### src/rtl/qd_pkg.sv
package qd_pkg;
  localparam int SP_CLUSTERS  = 6;
  localparam int SFU_CLUSTERS = 2;
  localparam int CLUSTERS     = SP_CLUSTERS + SFU_CLUSTERS;
  localparam int IDX_W        = $clog2(CLUSTERS);
  localparam int QUOTA_W      = 16;

  typedef enum logic {
    INST_SP  = 1'b0,
    INST_SFU = 1'b1
  } instKind_e;

  // Strobes from control to datapath
  typedef struct packed {
    logic                cfgLoad;
    logic [CLUSTERS-1:0] incMask;
    logic [CLUSTERS-1:0] clrMask;
  } dpStrobe_t;
endpackage

### src/rtl/qd_first_pick.sv
module qd_first_pick #(
  parameter int W = 8
) (
  input  logic [W-1:0] reqVec,
  output logic [W-1:0] pickOh,
  output logic         anyReq
);
  // Isolate the lowest set bit
  assign pickOh = reqVec & (~reqVec + W'(1));
  assign anyReq = |reqVec;
endmodule

### src/rtl/qd_datapath.sv
module qd_datapath
  import qd_pkg::*;
#(
  parameter int CNT_W = QUOTA_W
) (
  input  logic             clk,
  input  logic             rstN,
  input  dpStrobe_t        strb,
  input  logic [IDX_W-1:0] cfgIdx,
  input  logic [CNT_W-1:0] cfgQuota,
  input  logic [IDX_W-1:0] cntSel,
  output logic [CLUSTERS-1:0] underQuota,
  output logic [CLUSTERS-1:0] quotaLive,
  output logic [CNT_W-1:0] cntOut
);
  logic [CNT_W-1:0] quotaReg [CLUSTERS];
  logic [CNT_W-1:0] issueCnt [CLUSTERS];

  for (genvar i = 0; i < CLUSTERS; i++) begin : g_cluster
    always_ff @(posedge clk) begin
      if (!rstN) begin
        quotaReg[i] <= '0;
        issueCnt[i] <= '0;
      end else if (strb.cfgLoad && cfgIdx == IDX_W'(i)) begin
        quotaReg[i] <= cfgQuota;
        issueCnt[i] <= '0;
      end else if (strb.clrMask[i]) begin
        issueCnt[i] <= strb.incMask[i] ? CNT_W'(1) : '0;
      end else if (strb.incMask[i]) begin
        issueCnt[i] <= issueCnt[i] + CNT_W'(1);
      end
    end

    assign underQuota[i] = issueCnt[i] < quotaReg[i];
    assign quotaLive[i]  = quotaReg[i] != '0;
  end

  assign cntOut = issueCnt[cntSel];
endmodule

### src/rtl/qd_control.sv
module qd_control
  import qd_pkg::*;
(
  input  logic                kernelActive,
  input  logic                cfgWe,
  input  logic                instValid,
  input  instKind_e           instKind,
  input  logic [CLUSTERS-1:0] clusterAvail,
  input  logic [CLUSTERS-1:0] underQuota,
  input  logic [CLUSTERS-1:0] quotaLive,
  output logic                instReady,
  output logic [CLUSTERS-1:0] grant,
  output dpStrobe_t           strb
);
  logic [CLUSTERS-1:0] groupMask;
  logic [CLUSTERS-1:0] eligible;
  logic [CLUSTERS-1:0] firstOh;
  logic                anyElig;
  logic                groupDone;
  logic                fire;

  for (genvar i = 0; i < CLUSTERS; i++) begin : g_group
    if (i < SP_CLUSTERS) begin : g_sp
      assign groupMask[i] = (instKind == INST_SP);
    end else begin : g_sfu
      assign groupMask[i] = (instKind == INST_SFU);
    end
  end

  // A zero quota never reads as under quota, so it counts as met
  assign groupDone = &(~groupMask | ~underQuota);
  assign eligible  = groupMask & clusterAvail & quotaLive &
                     (underQuota | {CLUSTERS{groupDone}});

  qd_first_pick #(.W(CLUSTERS)) u_pick (
    .reqVec (eligible),
    .pickOh (firstOh),
    .anyReq (anyElig)
  );

  assign instReady = kernelActive && anyElig;
  assign fire      = instValid && instReady;

  always_comb begin
    grant        = fire ? firstOh : '0;
    strb.cfgLoad = cfgWe && !kernelActive;
    strb.incMask = grant;
    strb.clrMask = (fire && groupDone) ? groupMask : '0;
  end
endmodule

### src/rtl/quota_dispatch.sv
module quota_dispatch
  import qd_pkg::*;
#(
  parameter int CNT_W = QUOTA_W
) (
  input  logic                clk,
  input  logic                rstN,
  input  logic                kernelActive,
  input  logic                cfgWe,
  input  logic [IDX_W-1:0]    cfgIdx,
  input  logic [CNT_W-1:0]    cfgQuota,
  input  logic                instValid,
  input  logic                instType,
  output logic                instReady,
  input  logic [CLUSTERS-1:0] clusterAvail,
  output logic [CLUSTERS-1:0] grant,
  input  logic [IDX_W-1:0]    cntSel,
  output logic [CNT_W-1:0]    cntOut
);
  dpStrobe_t           strb;
  logic [CLUSTERS-1:0] underQuota;
  logic [CLUSTERS-1:0] quotaLive;

  qd_control u_ctrl (
    .kernelActive (kernelActive),
    .cfgWe        (cfgWe),
    .instValid    (instValid),
    .instKind     (instKind_e'(instType)),
    .clusterAvail (clusterAvail),
    .underQuota   (underQuota),
    .quotaLive    (quotaLive),
    .instReady    (instReady),
    .grant        (grant),
    .strb         (strb)
  );

  qd_datapath #(.CNT_W(CNT_W)) u_dp (
    .clk        (clk),
    .rstN       (rstN),
    .strb       (strb),
    .cfgIdx     (cfgIdx),
    .cfgQuota   (cfgQuota),
    .cntSel     (cntSel),
    .underQuota (underQuota),
    .quotaLive  (quotaLive),
    .cntOut     (cntOut)
  );
endmodule

### config.mk
export PLATFORM = sky130hd
export DESIGN_NAME = quota_dispatch
export DESIGN_NICKNAME = d
export VERILOG_FILES = /design/src/rtl/qd_pkg.sv /design/src/rtl/qd_first_pick.sv /design/src/rtl/qd_datapath.sv /design/src/rtl/qd_control.sv /design/src/rtl/quota_dispatch.sv
export SDC_FILE = /design/constraint.sdc
export NUM_CORES = 1
export LEC_CHECK = 0
export CORE_UTILIZATION = 40
export DETAILED_ROUTE_END_ITERATION = 16
export PLACE_DENSITY_LB_ADDON = 0.08
export SLEW_MARGIN = 0
export SYNTH_ARGS = -nofsm -noshare
export SYNTH_HDL_FRONTEND = slang
export SYNTH_HIERARCHICAL = 1
export SYNTH_SLANG_ARGS = --single-unit
### constraint.sdc
create_clock -name clk -period 4.8 [get_ports clk]
set_input_delay 0.96 -clock clk [delete_from_list [all_inputs] [get_ports clk]]
set_output_delay 0.96 -clock clk [all_outputs]
set_load 0.02 [all_outputs]
==> out/summary.md, run 1 <==
• **run status** finished clean
• **layout cells sized above 1** 21.0%
• **Starting Density** 40.6%
• **Net count, final** 1862
• **drt initial violations** 818
• **Avg Vias per Cell** 5.49
• **hold-fix buffer count after cts** 0
• **total of endpoints with negative setup slack in the final report** 0
• **finished layout cell area** 0.0200 mm2
• **Die Y** 206 um
• **critical path data required time** 3.84 ns
• **Peak supply drop** 237 uV
• **Total Power** 0.00579 W
• **area delta synth->final** 20.2%
• **switching fraction of total power** 26.8%
• **HPWL after DPL** 39000 um
• **dominant cells by area after synthesis** edfxtp_1 (46%), ha_1 (9.6%), and2_1 (5.6%)
• **share of the synthesized area in the top cell type** 46.3%
• **Final ANT Viol Nets** 0
• **gr ovfl total** 0
• **dpl cell area** 0.0187 mm2
• **combinational group share of total power** 15.1%
• **number of input and output port buffers inserted** 60
• **post-synth net total** 1667
• **count of flip-flops with a built-in enable after synthesis** 256
• **grt peak-use layer** met2
• **most frequently used cell type in the post-synthesis netlist** edfxtp_1
• **final hold viol count** 0
• **met1 Resource Use GR** 35.6%
• **source-to-sink clock delay at the later pin of the worst-skew pair** 0.57 ns
• **library cell used as clock root buffer** clkbuf_16
• **largest buffer count on any clock path** 3
• **Leakage Power** 7.98 nW
• **syn_area_per_cell** 11.1 um2
• **routability-driven placement congestion ratio** 0.870
• **biggest fanout along the worst timing path** 3
• **worst min path class** flip-flop to flip-flop
• **Yosys reg bits** 256
• **CTS tree** yes
• **first-pass iteration count of the detailed router** 5
• **Worst Tran Pin Value** 0.879 ns
• **Inserted Clock Buffers** 31
• **unique cell type count in the Yosys netlist** 63
• **kind of launch point of the worst setup path** flip-flop
• **CP arrival** 3.70 ns
• **kind of critical path** flip-flop to output pin
• **most numerous cell types in the synthesized netlist** edfxtp_1 (256), inv_1 (158), and2_1 (149)
• **maximum clock rate** 214 MHz
• **met2 Use GR** 38.0%
• **cells after synthesis** 1503
• **clock slew seen by the registers of the worst setup and hold paths** 0.06 ns
• **vias in the first global route** 12.1k
• **crit end category** output pin
• **Clock Skew** 0.0145 ns
• **site row count** 74
• **number of antenna violations at the first check in global routing** 6
• **first-pass GRT wire length** 75100 um
• **switching power summed over all nets** 0.00155 W
• **sequential-to-total area share from yosys stat** 46.3%
• **most instantiated flip-flop cell in the synthesis netlist** edfxtp_1
• **DR DRC count** 0
• **post-synth design cell area** 0.0166 mm2
• **detailed-route via count** 12.4k
• **part of the power in the clock network** 38.5%
• **Die ar.** 0.0424 mm2
• **Period minus WS final** 4.66 ns
• **maximum number of pins on one net before global-route repair** 21
• **total I/O pin count** 61
• **final cycle utilization of the critical path** 97.1%
• **total internal power** 0.00424 W
• **all-layer global routing usage** 24.4%
• **CTS HTree Levels** 1
• **placeable core region** 0.0409 mm2
• **Worst slew margin** 41.2%
• **area leader, netlist** edfxtp_1
• **number of max-cap violations** 0
• **power density over the cells** 290 mW/mm2
• **detailed-route wire length** 51000 um
• **floorplan die width** 206 um
• **yosys warns** 6
• **met3 Resource Use GR** 3.07%
• **Async S/R FF share, synth** 0%
• **fraction of power consumed by sequential logic** 46.4%
• **average wire per standard cell** 22.5 um
• **final-report max-slew violation count** 0
• **number of sinks handled by clock tree synthesis** 256
==> final timing paths <==
kind	from	to	slack (ns)	cells past startpoint
worst max-delay path	u_dp/issueCnt[2][1]	grant[4]	0.14	15
worst min-delay path	u_dp/issueCnt[1][15]	u_dp/issueCnt[1][15]	0.69	2
worst min register to register	u_dp/issueCnt[1][15]	u_dp/issueCnt[1][15]	0.69	2
worst max register to register	u_dp/issueCnt[5][6]	u_dp/issueCnt[4][8]	0.55	15
==> what timing repair did <==
| action | CTS | global route |
|---|---|---|
| hold endpoints to repair | 0 | 0 |
| endpoints found under the setup margin | 9 | 9 |
| resized for setup | 67 | 52 |
| pin swaps | 2 | 12 |
| buffers inserted | 2 | 7 |
==> cells in the final DEF (no fill, tap or decap), types with 9 or more instances in the layout <==
cell / instances
mux2_2: 16
clkbuf_16: 31
buf_4: 156
nor4_1: 34
nor2_2: 10
clkdlybuf4s50_1: 49
nor3_1: 23
a21oi_1: 48
xor2_1: 52
nor2_1: 76
mux4_2: 29
or3_1: 31
and3_1: 24
clkinv_1: 10
ha_1: 124
and2_1: 141
buf_6: 12
nand3_1: 40
o21ai_0: 31
or4_1: 9
nand2_1: 63
inv_1: 155
a21o_1: 24
edfxtp_1: 256
nor2_4: 18
nand4_1: 51
xnor2_1: 30
and4_1: 13
==> power by group through the flow <==
stage	Clock (W)	Sequential, W	Combinational [W]
floorplan	0	0.00271	0.000427
global placement	0	0.00273	0.000809
detailed placement	0	0.00273	0.000820
CTS	0.00229	0.00268	0.000840
global route	0.00238	0.00270	0.000946
finish	0.00223	0.00268	0.000872
==> critical path, stage by stage, from the launching register on <==
cell and delay (ns):
edfxtp_1 0.39, ha_1 0.30, a2111oi_1 0.47, o311ai_2 0.13
buf_4 0.16, a21oi_4 0.21, nor4_4 0.08, buf_4 0.15
a21oi_2 0.17, nor3_4 0.08, nor4_4 0.24, nand3_1 0.13
and3_4 0.19, buf_4 0.12, and2_4 0.18, buf_6 0.13
==> per-stage QoR <==
| stage | setup slack (ns) | TNS [ns] | util [%] | std cells | hold slack, ns |
|---|---|---|---|---|---|
| 6_report | 0.137 | 0 | 48.8 | 2260 | 0.687 |
| 5_1_grt | -0.0654 | -0.450 | 48.8 | 2254 | 0.703 |
| 4_1_cts | -0.0300 | -0.0300 | 48.1 | 2248 | 0.682 |
| 3_5_place_dp | -0.136 | -0.726 | 45.6 | 2189 | 0.669 |
| 3_3_place_gp | -0.113 | -0.525 | 45.6 | 2189 | 0.662 |
| 2_1_floorplan | 0.310 | 0 | - | 1503 | 0.591 |
==> state kept, by name, indices dropped and copies added (netlist names) <==
signal	cells
u_dp/issueCnt	128
u_dp/quotaReg	128
==> cell families after synthesis <==
group,after synthesis,synth area share [%]
adders and majority gates,128,9.64
buffers and inverters,218,5.89
muxes,48,5.49
and+or+nand+nor,595,21.4
AOI/OAI and AO/OA,176,6.98
DFF,256,46.3
xor gates and xnor gates,82,4.32
==> routing by layer <==
metal	wire length [um]	share of wire, %
met1	23800	47
met2	23100	45
met4	1380	2.7
met3	2710	5.3
met5	0	0
==> cell type report <==
cell class | instances | area, um2
Fill cell | 3753 | 20900
Tap cell | 532 | 666
Clock buffer | 35 | 791
Inverter | 158 | 593
Clock inverter | 22 | 153
Sequential cell | 256 | 7690
Antenna cell | 6 | 15.0
Multi-Input combinational cell | 1029 | 8220
Timing Repair Buffer | 222 | 1860
Power figures use the tool's default switching activity.
==> inputs of run 2 (changes only) <==
SYNTH_HIERARCHICAL = default   (was 1)
==> out/summary.md, run 2 <==
• **run status** finished clean
• **final-report max-slew violation count** 0, unchanged
• **total of endpoints with negative setup slack in the final report** 0, unchanged
• **count of flip-flops with a built-in enable after synthesis** 256, unchanged
• **kind of critical path** flip-flop to output pin
• **fraction of power consumed by sequential logic** 42.4%, -4.0 points
• **final hold viol count** 0, unchanged
• **most frequently used cell type in the post-synthesis netlist** edfxtp_1
• **total I/O pin count** 61, unchanged
• **Starting Density** 41.0%, +0.38 points
• **Die Y** 205 um, -0.44%
• **syn_area_per_cell** 11.0 um2, about the same
• **Worst Tran Pin Value** 1.10 ns, +0.220 ns
• **master of the slowest instance on the critical path** edfxtp_1
• **final cycle utilization of the critical path** 97.7%, +0.51 points
• **M1 WL** 24400 um, +2.4%
• **count of filler cells inserted in the layout** 3662, -2.4%
• **source-to-sink clock delay at the later pin of the worst-skew pair** 0.58 ns, about the same
• **cells after synthesis** 1491, -0.80%
• **Yosys reg bits** 256, unchanged
• **worst min path class** flip-flop to flip-flop
• **gr ovfl total** 0, unchanged
• **library cell used as clock root buffer** clkbuf_16
• **switching fraction of total power** 26.0%, -0.83 points
• **CTS tree** yes
• **final core occ** 50.6%, +1.8 points
• **DR top layer** met4
• **Peak supply drop** 358 uV, +51%
• **cell-by-cell listing of the critical path** ha_1, nand4_1, a2111o_1, nand4_1, buf_6, o311ai_4, or3_4, buf_4, o2bb2ai_2, or3b_4, inv_1, clkdlybuf4s15_2
• **layout cells sized above 1** 21.7%, +0.70 points
• **area delta synth->final** 23.4%
• **Async S/R FF share, synth** 0%, unchanged
• **switching power summed over all nets** 0.00165 W, +6.2%
• **Total Power** 0.00634 W, +9.6%
• **multi-input gate area in the final layout** 0.00822 mm2, about the same
• **vias in the first global route** 12.3k, +1.9%
• **number of input and output port buffers inserted** 60, unchanged
• **share of the synthesized area in the top cell type** 46.7%, +0.41 points
• **sequential-to-total area share from yosys stat** 46.7%, +0.41 points
• **unique cell type count in the Yosys netlist** 72, +14%
• **area leader, netlist** edfxtp_1
• **largest registers ranked by flip-flop count** u_dp.issueCnt (128), u_dp.quotaReg (128)
• **met2 wirelength from detailed routing** 21800 um, -5.5%
• **number of max-cap violations** 0, unchanged
• **HPWL after DPL** 39400 um, +1.0%
• **routability-driven placement congestion ratio** 0.927, +6.6%
• **detailed-route wire length** 51400 um, +0.78%
• **most numerous cell types in the synthesized netlist** edfxtp_1 (256), and2_1 (160), inv_1 (150)
• **placed cell count** 2206, +0.78%
• **unrepaired setup endpoints after global routing** yes
• **WL met3** 3240 um, +19%
• **Inserted Clock Buffers** 31, unchanged
• **first-pass iteration count of the detailed router** 5, unchanged
• **average wire per standard cell** 22.5 um, -0.24%
• **most instantiated flip-flop cell in the synthesis netlist** edfxtp_1
• **Net count, final** 1894, +1.7%
• **maximum number of pins on one net before global-route repair** 21, unchanged
• **leading cell type in the layout, fill and taps excluded** edfxtp_1
• **drt initial violations** 1022, +25%
• **biggest fanout along the worst timing path** 5, +2
• **number of antenna violations at the first check in global routing** 5, -1
• **Die ar.** 0.0420 mm2, -0.88%
• **combinational group share of total power** 14.5%, -0.6 points
• **CP arrival** 3.73 ns, +0.03 ns
• **clock slew seen by the registers of the worst setup and hold paths** 0.07 ns, about the same
• **placeable core region** 0.0402 mm2, -1.8%
• **Final ANT Viol Nets** 0, unchanged
• **Period minus WS final** 4.69 ns, +0.0245 ns
• **power density over the cells** 312 mW/mm2, +7.7%
• **dominant cells by area after synthesis** edfxtp_1 (47%), ha_1 (9.7%), and2_1 (6.1%)
• **yosys warns** 0, -6
• **first-pass GRT wire length** 76700 um, +2.1%
• **all-layer global routing usage** 25.2%, +0.79 points
• **DR DRC count** 0, unchanged
• **most common cell type on the critical path** nand4_1
• **detailed-route via count** 12.4k, -0.30%
• **critical path data required time** 3.84 ns, about the same
• **total internal power** 0.00469 W, +11%
• **Worst slew margin** 26.4%, -15 points
• **part of the power in the clock network** 43.1%, +4.6 points
• **number of sinks handled by clock tree synthesis** 256, unchanged
• **post-synth design cell area** 0.0165 mm2, -0.89%
• **floorplan die width** 205 um, -0.44%
• **Clock Skew** 0.0218 ns, +0.00734 ns
• **Avg Vias per Cell** 5.42, -1.3%
• **crit end category** output pin
• **maximum clock rate** 213 MHz, -0.52%
• **kind of launch point of the worst setup path** flip-flop
• **hold-fix buffer count after cts** 0, unchanged
• **post-synth net total** 1655, -0.72%
• **slowest cell delay on critical path** 0.48 ns, about the same
• **CTS HTree Levels** 1, unchanged
• **number of standard cells in the final layout excluding fillers** 2283, +1.0%
• **site row count** 73, -1.4%
• **largest buffer count on any clock path** 3, unchanged
• **FF/Latch Area** 0.00769 mm2, unchanged
• **commonest cells after routing, fill and taps aside** edfxtp_1 (256), buf_4 (186), and2_1 (160), inv_1 (150), ha_1 (127)
• **Leakage Power** 8.10 nW, +1.6%
[run 2: changes by cell type after synthesis, sizes merged, moves of 8 or more]
cell,change
nand3,+25
a21oi,-15
a41oi,+9
a21o,-18
nor4,+10
xnor2,+25
nand4,-27
and2,+12
clkbuf,+11
or3,-25
buf,-30
or4,-8
nor3,+27
a211oi,+12
[run 2: per-stage QoR]
stage | area, um2 | hold slack (ns) | setup TNS [ns] | worst slack [ns]
finish | 20300 | 0.715 | 0 | 0.113
detailed placement | 18800 | 0.689 | -0.191 | -0.110
global placement | 18800 | 0.670 | -0.122 | -0.0922
CTS | 20100 | 0.704 | 0 | 0.00242
global route | 20300 | 0.737 | -0.0878 | -0.0501
floorplan | 16500 | 0.604 | 0 | 0.438
[run 2: cell type report]
cell class                 instances  share of cell area [%]
clock inverter                    26                    1.99
tap                              525                    3.23
timing repair buffer             247                    9.86
sequential                       256                    37.8
clock buffer                      31                    3.82
antenna                            4                  0.0492
multi-input combinational       1043                    40.4
inverter                         151                    2.79
[run 2: worst max-delay path: cells and delay by family, from the launching register on]
family,cells,cell delay (ns)
buffers and inverters,4,0.62
AO/OA/AOI/OAI,3,0.65
AND/OR/NAND/NOR,4,1.05
flip-flops,1,0.48
adder cells (fa/ha/maj),1,0.35
[run 2: power by group through the flow]
stage | registers [W] | clock network, W | logic (W)
4_1_cts | 0.00269 | 0.00277 | 0.000899
6_report | 0.00269 | 0.00273 | 0.000920
3_5_place_dp | 0.00274 | 0 | 0.000881
2_1_floorplan | 0.00272 | 0 | 0.000460
3_3_place_gp | 0.00273 | 0 | 0.000870
5_1_grt | 0.00270 | 0.00286 | 0.00100
[run 2: worst paths after layout]
path	from	end	slack [ns]	cells after the start
max	u_dp.issueCnt[3][5]	grant[2]	0.11	12
min	u_dp.issueCnt[2][6]	u_dp.issueCnt[2][6]	0.72	2
max reg2reg	u_dp.issueCnt[1][2]	u_dp.issueCnt[6][2]	0.92	15
min reg2reg	u_dp.issueCnt[2][6]	u_dp.issueCnt[2][6]	0.72	2
[run 2: cell families after synthesis]
logic type                 share of synthesized area (%)
DFF                                                 46.7
and+or+nand+nor                                     21.0
buffers and inverters                               4.66
muxes                                               5.47
adders and majority gates                           9.72
AOI/OAI and AO/OA                                   6.48
xor gates and xnor gates                            5.96
[run 2: routing by layer]
layer | global-route usage (%) | vias up
met5 | 0 | -
met4 | 9.42 | 0
met3 | 3.18 | 73
met2 | 37.5 | 354
met1 | 37.2 | 6044
li1 | - | 5905
[run 2: repair_timing]
action                                  in CTS  in global routing
endpoints found under the setup margin       9                  9
pin swaps                                    9                 12
resized for setup                           34                 26
buffers inserted                             8                  9
endpoints found under the hold margin        0                  0
==> inputs of run 3 (changes only) <==
HOLD_SLACK_MARGIN = 0.08   (was default)
==> results of run 3 <==
Same layout as run 2: the final DEF is identical, and so are final timing and power.
